**src/rtl/cpu_bus_pkg.sv**
```systemverilog
package cpu_bus_pkg;

  typedef enum logic [3:0] {
    ST_HOLD,
    ST_BOOT0,
    ST_BOOT1,
    ST_PAD,
    ST_STK0,
    ST_STK1,
    ST_STK2,
    ST_VECL,
    ST_VECH,
    ST_FETCH,
    ST_NOP2,
    ST_ERR
  } bus_state_e;

  typedef struct packed {
    logic sync;
    logic rw;
    logic vp_n;
    logic err;
  } bus_ctl_t;

  localparam bus_ctl_t CTL_IDLE = '{sync: 1'b0, rw: 1'b1, vp_n: 1'b1, err: 1'b0};

endpackage

```
**src/rtl/cpu_phase_gen.sv**
```systemverilog
module cpu_phase_gen (
  input  logic clk,
  input  logic rst,
  input  logic phi0_i,
  output logic phi1_o,
  output logic phi2_o,
  output logic fall_o
);

  logic phi0_q;

  always_ff @(posedge clk) begin
    if (rst) begin
      phi0_q <= 1'b0;
      phi2_o <= 1'b0;
      phi1_o <= 1'b1;
    end else begin
      phi0_q <= phi0_i;
      phi2_o <= phi0_i;
      phi1_o <= ~phi0_i;
    end
  end

  // one-cycle pulse when phase 0 has just dropped
  assign fall_o = phi0_q & ~phi0_i;

endmodule

```
**src/rtl/cpu_bus_fsm.sv**
```systemverilog
module cpu_bus_fsm
  import cpu_bus_pkg::*;
#(
  parameter int              DATA_W     = 8,
  parameter int              ADDR_W     = 2 * DATA_W,
  parameter bit              CMOS_VAR   = 1'b0,
  parameter logic [DATA_W-1:0] SP_RESET   = 8'hFD,
  parameter logic [DATA_W-1:0] NOP_OPCODE = 8'hEA
) (
  input  logic              clk,
  input  logic              rst,
  input  logic              fall_i,
  input  logic              res_n_i,
  input  logic [DATA_W-1:0] data_i,
  output logic [ADDR_W-1:0] addr_o,
  output bus_ctl_t          ctl_o
);

  localparam logic [ADDR_W-1:0] STK_BASE = ADDR_W'(1) << DATA_W;
  localparam logic [ADDR_W-1:0] VEC_LO   = ~ADDR_W'(3);
  localparam logic [ADDR_W-1:0] VEC_HI   = ~ADDR_W'(2);

  bus_state_e        state, state_nx;
  logic [ADDR_W-1:0] pc, pc_nx, addr_nx;
  logic [DATA_W-1:0] sp, sp_nx;
  bus_ctl_t          ctl_nx;

  logic pad_en;
  logic stk_rw;
  logic vp_en;

  generate
    if (CMOS_VAR) begin : g_cmos
      assign pad_en = 1'b1;
      assign stk_rw = 1'b1;
      assign vp_en  = 1'b1;
    end else begin : g_nmos
      assign pad_en = 1'b0;
      assign stk_rw = 1'b0;
      assign vp_en  = 1'b0;
    end
  endgenerate

  // next bus cycle, evaluated for the falling phase-0 edge
  always_comb begin
    state_nx = state;
    pc_nx    = pc;
    sp_nx    = sp;
    unique case (state)
      ST_HOLD:  state_nx = ST_BOOT0;
      ST_BOOT0: state_nx = ST_BOOT1;
      ST_BOOT1: state_nx = pad_en ? ST_PAD : ST_STK0;
      ST_PAD:   state_nx = ST_STK0;
      ST_STK0: begin
        state_nx = ST_STK1;
        sp_nx    = sp - DATA_W'(1);
      end
      ST_STK1: begin
        state_nx = ST_STK2;
        sp_nx    = sp - DATA_W'(1);
      end
      ST_STK2: begin
        state_nx = ST_VECL;
        sp_nx    = sp - DATA_W'(1);
      end
      ST_VECL: begin
        state_nx = ST_VECH;
        pc_nx[DATA_W-1:0] = data_i;
      end
      ST_VECH: begin
        state_nx = ST_FETCH;
        pc_nx[ADDR_W-1:DATA_W] = data_i;
      end
      ST_FETCH: begin
        if (data_i == NOP_OPCODE) begin
          state_nx = ST_NOP2;
          pc_nx    = pc + ADDR_W'(1);
        end else begin
          state_nx = ST_ERR;
        end
      end
      ST_NOP2:  state_nx = ST_FETCH;
      ST_ERR:   state_nx = ST_ERR;
      default:  state_nx = ST_HOLD;
    endcase
  end

  // pin values for the cycle being entered
  always_comb begin
    addr_nx = pc_nx;
    ctl_nx  = CTL_IDLE;
    unique case (state_nx)
      ST_STK0, ST_STK1, ST_STK2: begin
        addr_nx   = STK_BASE | ADDR_W'(sp_nx);
        ctl_nx.rw = stk_rw;
      end
      ST_VECL: begin
        addr_nx     = VEC_LO;
        ctl_nx.vp_n = ~vp_en;
      end
      ST_VECH: begin
        addr_nx     = VEC_HI;
        ctl_nx.vp_n = ~vp_en;
      end
      ST_BOOT0, ST_FETCH: ctl_nx.sync = 1'b1;
      ST_ERR:             ctl_nx.err  = 1'b1;
      default: ;
    endcase
  end

  always_ff @(posedge clk) begin
    if (rst) begin
      state  <= ST_HOLD;
      pc     <= '0;
      sp     <= SP_RESET;
      addr_o <= '0;
      ctl_o  <= CTL_IDLE;
    end else if (!res_n_i) begin
      state  <= ST_HOLD;
      addr_o <= pc;
      ctl_o  <= CTL_IDLE;
    end else if (fall_i) begin
      state  <= state_nx;
      pc     <= pc_nx;
      sp     <= sp_nx;
      addr_o <= addr_nx;
      ctl_o  <= ctl_nx;
    end
  end

endmodule

```
**src/rtl/cpu_bus_seq.sv**
```systemverilog
module cpu_bus_seq
  import cpu_bus_pkg::*;
#(
  parameter int                DATA_W     = 8,
  parameter int                ADDR_W     = 2 * DATA_W,
  parameter bit                CMOS_VAR   = 1'b0,
  parameter logic [DATA_W-1:0] SP_RESET   = 8'hFD,
  parameter logic [DATA_W-1:0] NOP_OPCODE = 8'hEA
) (
  input  logic              clk,
  input  logic              rst,
  input  logic              phi0_i,
  input  logic              res_n_i,
  input  logic [DATA_W-1:0] data_i,
  output logic              phi1_o,
  output logic              phi2_o,
  output logic [ADDR_W-1:0] addr_o,
  output logic              sync_o,
  output logic              rw_o,
  output logic              vp_n_o,
  output logic              err_o
);

  logic     fall;
  bus_ctl_t ctl;

  cpu_phase_gen u_phase (
    .clk    (clk),
    .rst    (rst),
    .phi0_i (phi0_i),
    .phi1_o (phi1_o),
    .phi2_o (phi2_o),
    .fall_o (fall)
  );

  cpu_bus_fsm #(
    .DATA_W     (DATA_W),
    .ADDR_W     (ADDR_W),
    .CMOS_VAR   (CMOS_VAR),
    .SP_RESET   (SP_RESET),
    .NOP_OPCODE (NOP_OPCODE)
  ) u_fsm (
    .clk     (clk),
    .rst     (rst),
    .fall_i  (fall),
    .res_n_i (res_n_i),
    .data_i  (data_i),
    .addr_o  (addr_o),
    .ctl_o   (ctl)
  );

  assign sync_o = ctl.sync;
  assign rw_o   = ctl.rw;
  assign vp_n_o = ctl.vp_n;
  assign err_o  = ctl.err;

endmodule

```
**config.mk**
```make
export PLATFORM = sky130hd
export DESIGN_NAME = cpu_bus_seq
export DESIGN_NICKNAME = d
export VERILOG_FILES = /design/src/rtl/cpu_bus_pkg.sv /design/src/rtl/cpu_phase_gen.sv /design/src/rtl/cpu_bus_fsm.sv /design/src/rtl/cpu_bus_seq.sv
export SDC_FILE = /design/constraint.sdc
export NUM_CORES = 1
export LEC_CHECK = 0
export BUFFER_PORTS_ARGS = -buffer_cell sky130_fd_sc_hd__buf_2
export CAP_MARGIN = 20
export CORE_AREA = 2 2 112 70
export CTS_CLUSTER_DIAMETER = 40
export DETAILED_ROUTE_END_ITERATION = 7
export DIE_AREA = 0 0 114 72
export GPL_TIMING_DRIVEN = 0
export HOLD_SLACK_MARGIN = 0.05
export PLACE_DENSITY_LB_ADDON = 0.12
export SYNTH_ARGS = -nofsm -noshare
export SYNTH_HDL_FRONTEND = slang
export SYNTH_SLANG_ARGS = --single-unit
export TNS_END_PERCENT = 50
```
**constraint.sdc**
```tcl
create_clock -name clk -period 2.7 [get_ports clk]
set_clock_uncertainty 0.1 [all_clocks]
set_input_delay 0.135 -clock clk [delete_from_list [all_inputs] [get_ports clk]]
set_output_delay 0.135 -clock clk [all_outputs]
set_load 0.1 [all_outputs]
```
==> results.md, run 1 <==
- Clk buf depth: 2
- Fraction of layout cells with a size suffix above 1: 14.00%
- Most frequent cells in the layout: nand2_1, dfxtp_1, buf_2
- Worst slew margin: about half
- CP Capture Type: flop
- Pre-antenna DRT Iters: 5
- Core box area: 7147 µm²
- Synth async-reset ratio: 0%
- Drt total wl: 10.75 mm
- H-Tree Level Count: 2
- CTS clk-pin slew, worst paths: 80 ps
- Share of the synthesized area in the top cell type: 31.04%
- Detailed-route DRC error count: 0
- Power per cell area: 461.7 nW/µm²
- EDFF count, synth: 0
- Clock root buffer: clkbuf_16
- Met1 wire length: between 5 and 6 mm
- Uppermost layer routed: met4
- Vias in the first global route: 3048
- Ports: 34
- Pins Over Slew Limit: 0
- Cell Rows: 24
- Yosys top cell by area: dfxtp_1
- Largest net degree at the start of global routing: 16
- Clk sinks: 49
- Initial Utilization: between 40 and 50%
- CP arrival: 2450 ps
- Worst hold slack: 105.1 ps
- WL met3: 1.125 mm
- Drt via density: 6.265
- FMAX: 429.9 MHz
- Synth top area cells: dfxtp_1, nand2_1, a21oi_1
- Critical Path RT: 2820 ps
- Number of diodes: 0
- FF-to-FF Start: u_fsm.state[2]$_SDFFE_PP0P_
- Outcome: finished clean
- Min Tclk post-route: 2326 ps
- Final Hold Fails: 0
- Synthesized cell area: 3161 µm²
- #FFs+latches synth: slightly below 50
- Met2 Wirelength: between 3 and 4 mm
- Port Buffer Count: 32
- VDD IR max: 0.2412 mV
- First-pass GRT wire length: between 15 and 20 mm
- Hold Path Class: primary input to flop
- CTS Buf Count: 5
- Avg Cell Area, Syn: between 7 and 8 µm²
- Critical Path Source: phi0_i
- Initial antenna violation count: 0
- Max-Cap Viols: 0
- WL/cell: 19.62 µm
- Syn nets: 430
- Total global-route track usage: 27.19%
- Nets: 470
- Top FF cell, synth: dfxtp_1
- Netlist cell types: 67
- Final ANT Viol Nets: 0
- Detailed Place HPWL: 8.072 mm
- Area grow syn2layout: 14.05%
- Hold_sp: data_i[4]
- Grt ovf: 0
- CTS tree: done
- Clk Latency, worst-skew pair: 310 ps
- Startpoint types: primary input
- Setup bufs post-CTS: 0
- Crit Path Category: primary input to flop
- Die footprint: slightly above 8000 µm²
- Vias after detailed routing: ~3400
- Final period utilization: 86.15%
- Fillers: 715
- Lkg Pwr: 1.247 nW
- DR iter-0 viols: 310
- Gp weighted congestion: 0.9767
- Die W: ~110 µm
- Critical path fanouts, max: 10
- RSZ-0062 raised after global routing: false
- Sum of negative setup slack: 0 ps
- Die Span Y: around 72 µm
- Share of the yosys chip area belonging to registers: a little under a third
- Synthesized instance count: 416
- Actual slew at the worst max-slew pin: around 750 ps
- Synth warn: 0
- Setup-failing EPs final: 0
## flip-flops by register name, indices dropped and copies added (netlist names)
register        cells
u_fsm.pc           16
u_fsm.sp            8
u_fsm.state         4
u_fsm.ctl_o         3
u_phase.phi1_o      1
u_phase.phi2_o      1
u_fsm.addr_o       16
## layout make-up
type	count	area (µm²)	area share, %
Buffer	35	152.6	4.235
Clock buffer	6	138.9	3.853
Clock inverter	2	13.76	0.3818
Inverter	13	48.80	1.354
Multi-Input combinational cell	319	1986	55.08
Sequential cell	49	980.9	27.21
Tap cell	91	113.9	3.159
Timing Repair Buffer	33	170.2	4.721
## metal layers
metal	vias to the layer above	global-route usage, %
met2	184	34.52
li1	1614	-
met4	0	8.537
met5	-	0
met3	17	6.683
met1	1618	43.55
## critical path, stage by stage
cell,delay [ps]
dlygate4sd3_1,530
buf_2,140
nor2b_2,380
nand2_1,260
nor2_1,340
nand2_1,370
o21ai_0,300
## synth_stat cells, types with 5 or more instances
| cell type | n |
|---|---|
| nand4_1 | 8 |
| nand2_1 | 49 |
| inv_1 | 12 |
| a21oi_1 | 29 |
| nor3_1 | 14 |
| o22ai_1 | 6 |
| a31oi_1 | 11 |
| nor2_1 | 34 |
| a211oi_1 | 7 |
| o211ai_1 | 9 |
| o21ai_0 | 20 |
| nor4_1 | 5 |
| dfxtp_1 | 49 |
| clkbuf_1 | 23 |
| nand3_1 | 25 |
| nand2b_1 | 7 |
| xnor2_1 | 14 |
## what timing repair did
| item | 4_1_cts | 5_1_grt |
|---|---|---|
| hold endpoints to repair | 2 | 0 |
| gates resized for setup | 0 | 2 |
| hold buffers | 1 | 0 |
| endpoints found under the setup margin | 0 | 2 |
## per-stage QoR
step           cell area, µm²  utilization, %  setup WS [ps]  cells  power, mW
2_1_floorplan            3161               -          332.0    416     0.9425
6_report                 3605           50.44          373.9    548      1.664
4_1_cts                  3597           50.33          181.4    548      1.665
5_1_grt                  3605           50.44          205.8    548      1.713
3_5_place_dp             3435           48.06          285.2    539      1.005
3_3_place_gp             3435           48.06          312.8    539      1.005
## report_power, final
group	internal [mW]	switching, mW
sequential	0.739	0.0139
clock	0.370	0.300
combinational	0.0517	0.189
total	1.16	0.503
## kinds of logic (layout without fill, tap and decap cells)
family | count (synthesis) | count (layout) | synth area share [%]
other | 1 | 1 | 0.1187
xor gates and xnor gates | 17 | 17 | 4.711
and+or+nand+nor | 179 | 179 | 31.79
AOI/OAI and AO/OA | 117 | 117 | 24.23
DFF | 49 | 49 | 31.04
muxes | 3 | 3 | 0.9502
buffers and inverters | 48 | 89 | 6.373
adders and majority gates | 2 | 2 | 0.7916
## path summary, 6_finish.rpt
kind	endpoint	slack, ps	cells past startpoint
hold reg to reg	u_fsm.ctl_o[0]$_SDFFE_PP0P_	360	2
hold / removal	u_fsm.addr_o[12]$_SDFFE_PP0P_	110	3
setup reg to reg	u_fsm.addr_o[7]$_SDFFE_PP0P_	380	5
setup / recovery	u_fsm.addr_o[10]$_SDFFE_PP0P_	370	7
(Power assumes the default switching activity.)
==> run 2: changes to the inputs <==
- CORE_AREA: 2 2 112 70 -> 10 10 120 78
- DIE_AREA: 0 0 114 72 -> 0 0 130 88
- RECOVER_POWER: default -> 25
==> run 2 against run 1 <==
  * Largest cell class unchanged
  * Largest power group unchanged
  * Hold slack got worse by 9.0 ps
  * Sequential share of layout area increased by 0.27 points
  * Register-to-register slack got worse by 60 ps
  * Critical path depth decreased by 2
  * Highest routed layer unchanged
  * Worst setup slack got worse by 50 ps
==> results.md, run 2 (synthesis gave the netlist of run 1 again) <==
- Outcome: finished clean (unchanged)
- Sequential power share: 46.1% (was 45.3%)
- Initial Utilization: 44.22% (unchanged)
- Actual slew at the worst max-slew pin: 1180 ps (was 754.6 ps)
- Total global-route track usage: 19.20% (was 27.19%)
- CP max stage delay: 690 ps (was 530 ps)
- Cell Rows: 24 (unchanged)
- Worst slew margin: 21.64% (was 49.69%)
- Lkg Pwr: 1.182 nW (was 1.247 nW)
- Drt total wl: 11.09 mm (was 10.75 mm)
- RSZ-0062 raised after global routing: false (unchanged)
- Nets: 470 (unchanged)
- Vias after detailed routing: 3464 (was 3433)
- Final Hold Fails: 0 (unchanged)
- Combinational Power Share: 14.6% (was 14.5%)
- Port Buffer Count: 32 (unchanged)
- Area grow syn2layout: 12.95% (was 14.05%)
- Die footprint: 11440 µm² (was 8208 µm²)
- Die W: 130 µm (was 114 µm)
- Min Tclk post-route: 2376 ps (was 2326 ps)
- Register Area: 980.9 µm² (unchanged)
- Crit-path cells: nand4bb_1 -> clkbuf_1 -> nor2_1 -> a2111oi_0 -> a211o_1 (was dlygate4sd3_1 -> buf_2 -> nor2b_2 -> nand2_1 -> nor2_1 -> nand2_1 -> o21ai_0)
- Most frequent cells in the layout: nand2_1, dfxtp_1, clkbuf_1 (was nand2_1, dfxtp_1, buf_2)
- Fin util: 49.95% (was 50.44%)
- Die Span Y: 88 µm (was 72 µm)
- Initial antenna violation count: 0 (unchanged)
- Number of diodes: 0 (unchanged)
- Startpoint types: flop (was primary input)
- Pins Over Slew Limit: 0 (unchanged)
- Pre-antenna DRT Iters: 5 (unchanged)
- Clock root buffer: clkbuf_16 (unchanged)
- Setup bufs post-CTS: 0 (unchanged)
- Final non-filler cell total: 548 (unchanged)
- CP Capture Type: flop (unchanged)
- Pint: 1.129 mW (was 1.161 mW)
- H-Tree Level Count: 2 (unchanged)
- Dpl ws: 293.8 ps (was 285.2 ps)
- Setup WS post-layout: 323.7 ps (was 373.9 ps)
- Net Sw Frac: 30.92% (was 30.25%)
- Fraction of layout cells with a size suffix above 1: 10.28% (was 14.00%)
- Power per cell area: 457.9 nW/µm² (was 461.7 nW/µm²)
- Net switching power: 0.5053 mW (was 0.5034 mW)
- CTS tree: done (unchanged)
- CP max stage cell: a2111oi_0 (was dlygate4sd3_1)
- CTS clk-pin slew, worst paths: 70 ps (was 80 ps)
- CP arrival: 2520 ps (was 2450 ps)
- First-pass GRT wire length: 17.08 mm (was 16.84 mm)
- Largest regs: u_fsm.addr_o (16), u_fsm.pc (16), u_fsm.sp (8) (unchanged)
- Multi-input logic area: 1981 µm² (was 1986 µm²)
- WL/cell: 20.23 µm (was 19.62 µm)
- FMAX: 420.8 MHz (was 429.9 MHz)
- Detailed Place HPWL: 8.214 mm (was 8.072 mm)
- CP delay by family, top: compound AO/OA/AOI/OAI gates (was simple AND/OR/NAND/NOR gates)
- Crit Path Category: flop to flop (was primary input to flop)
- Critical Path RT: 2840 ps (was 2820 ps)
- Clock power frac: 39.3% (was 40.2%)
- Final ANT Viol Nets: 0 (unchanged)
- Critical path fanouts, max: 10 (unchanged)
- Largest net degree at the start of global routing: 16 (unchanged)
- Worst path buffer plus inverter count: 1 (was 2)
- Clk sinks: 49 (unchanged)
- Ports: 34 (unchanged)
- Clk buf depth: 2 (unchanged)
- Gp weighted congestion: 0.9907 (was 0.9767)
- Grt ovf: 0 (unchanged)
- Placed Cells: 539 (unchanged)
- Vias in the first global route: 3003 (was 3048)
- Setup-failing EPs final: 0 (unchanged)
- CTS Buf Count: 5 (unchanged)
- Drt via density: 6.321 (was 6.265)
- Max-Cap Viols: 0 (unchanged)
- Hold Path Class: primary input to flop (unchanged)
- Final period utilization: 88.01% (was 86.15%)
- Fillers: 701 (was 715)
- Detailed-route DRC error count: 0 (unchanged)
- Clk Latency, worst-skew pair: 300 ps (was 310 ps)
- DR iter-0 viols: 463 (was 310)
- Core box area: 7147 µm² (unchanged)
- VDD IR max: 0.2038 mV (was 0.2412 mV)
- Sum of negative setup slack: 0 ps (unchanged)
==> run 2: changes by cell type in the layout (fill, tap and decap cells not counted) <==
cell	before	now
clkinvlp_4	0	1
clkinv_4	1	0
nor3_2	2	1
clkinv_2	1	2
clkbuf_8	1	0
clkbuf_1	23	39
buf_2	36	20
nor3_1	13	14
==> run 2: timing repair <==
action                     in CTS  in global routing
hold buffers                    1                  0
hold endpoints to repair        2                  0
resized for setup               0                  1
setup endpoints to repair       0                  1
==> run 2: per-stage QoR <==
| step | hold WS [ps] | total power, mW | cell area, µm² |
|---|---|---|---|
| after CTS | 97.87 | 1.636 | 3587 |
| final | 96.10 | 1.634 | 3570 |
| after global placement | 248.1 | 1.006 | 3435 |
| after global routing | 138.4 | 1.678 | 3570 |
| after floorplan | 117.0 | 0.9425 | 3161 |
| after detailed placement | 255.8 | 1.006 | 3435 |
==> run 2: tightest hold or removal path: stages <==
cell,delay [ps]
buf_2,130
a211oi_2,90
o21ai_1,110
==> run 2: path summary, 6_finish.rpt <==
check	startpoint	to	slack, ps	depth (start not counted)
setup / recovery	u_fsm.state[2]$_SDFFE_PP0P_	u_fsm.addr_o[7]$_SDFFE_PP0P_	320	5
hold / removal	data_i[4]	u_fsm.addr_o[12]$_SDFFE_PP0P_	100	3
setup reg to reg	u_fsm.state[2]$_SDFFE_PP0P_	u_fsm.addr_o[7]$_SDFFE_PP0P_	320	5
hold reg to reg	u_fsm.ctl_o[0]$_SDFFE_PP0P_	u_fsm.ctl_o[0]$_SDFFE_PP0P_	360	2
==> run 2: cell type report <==
type / instances / area share [%]
repair buffers: 33 / 4.206
multi-input cells: 319 / 55.49
flip-flops and latches: 49 / 27.48
well taps: 91 / 3.190
clock buffers: 5 / 3.505
plain buffers: 35 / 4.276
inverters: 13 / 1.367
clock inverters: 3 / 0.4907
==> run 2: power by group through the flow <==
stage / registers (mW) / logic, mW / clock network [mW]
floorplan: 0.857 / 0.0850 / 0
global placement: 0.769 / 0.237 / 0
detailed placement: 0.769 / 0.237 / 0
CTS: 0.752 / 0.239 / 0.645
global route: 0.755 / 0.252 / 0.671
finish: 0.753 / 0.239 / 0.642
==> run 2: layer usage <==
| layer | global-route usage [%] | vias to the layer above | wire length [µm] |
|---|---|---|---|
| li1 | - | 1618 | - |
| met1 | 30.07 | 1623 | 5605 |
| met2 | 24.20 | 207 | 4103 |
| met3 | 5.552 | 16 | 1262 |
| met4 | 4.065 | 0 | 116 |
| met5 | 0 | - | 0 |
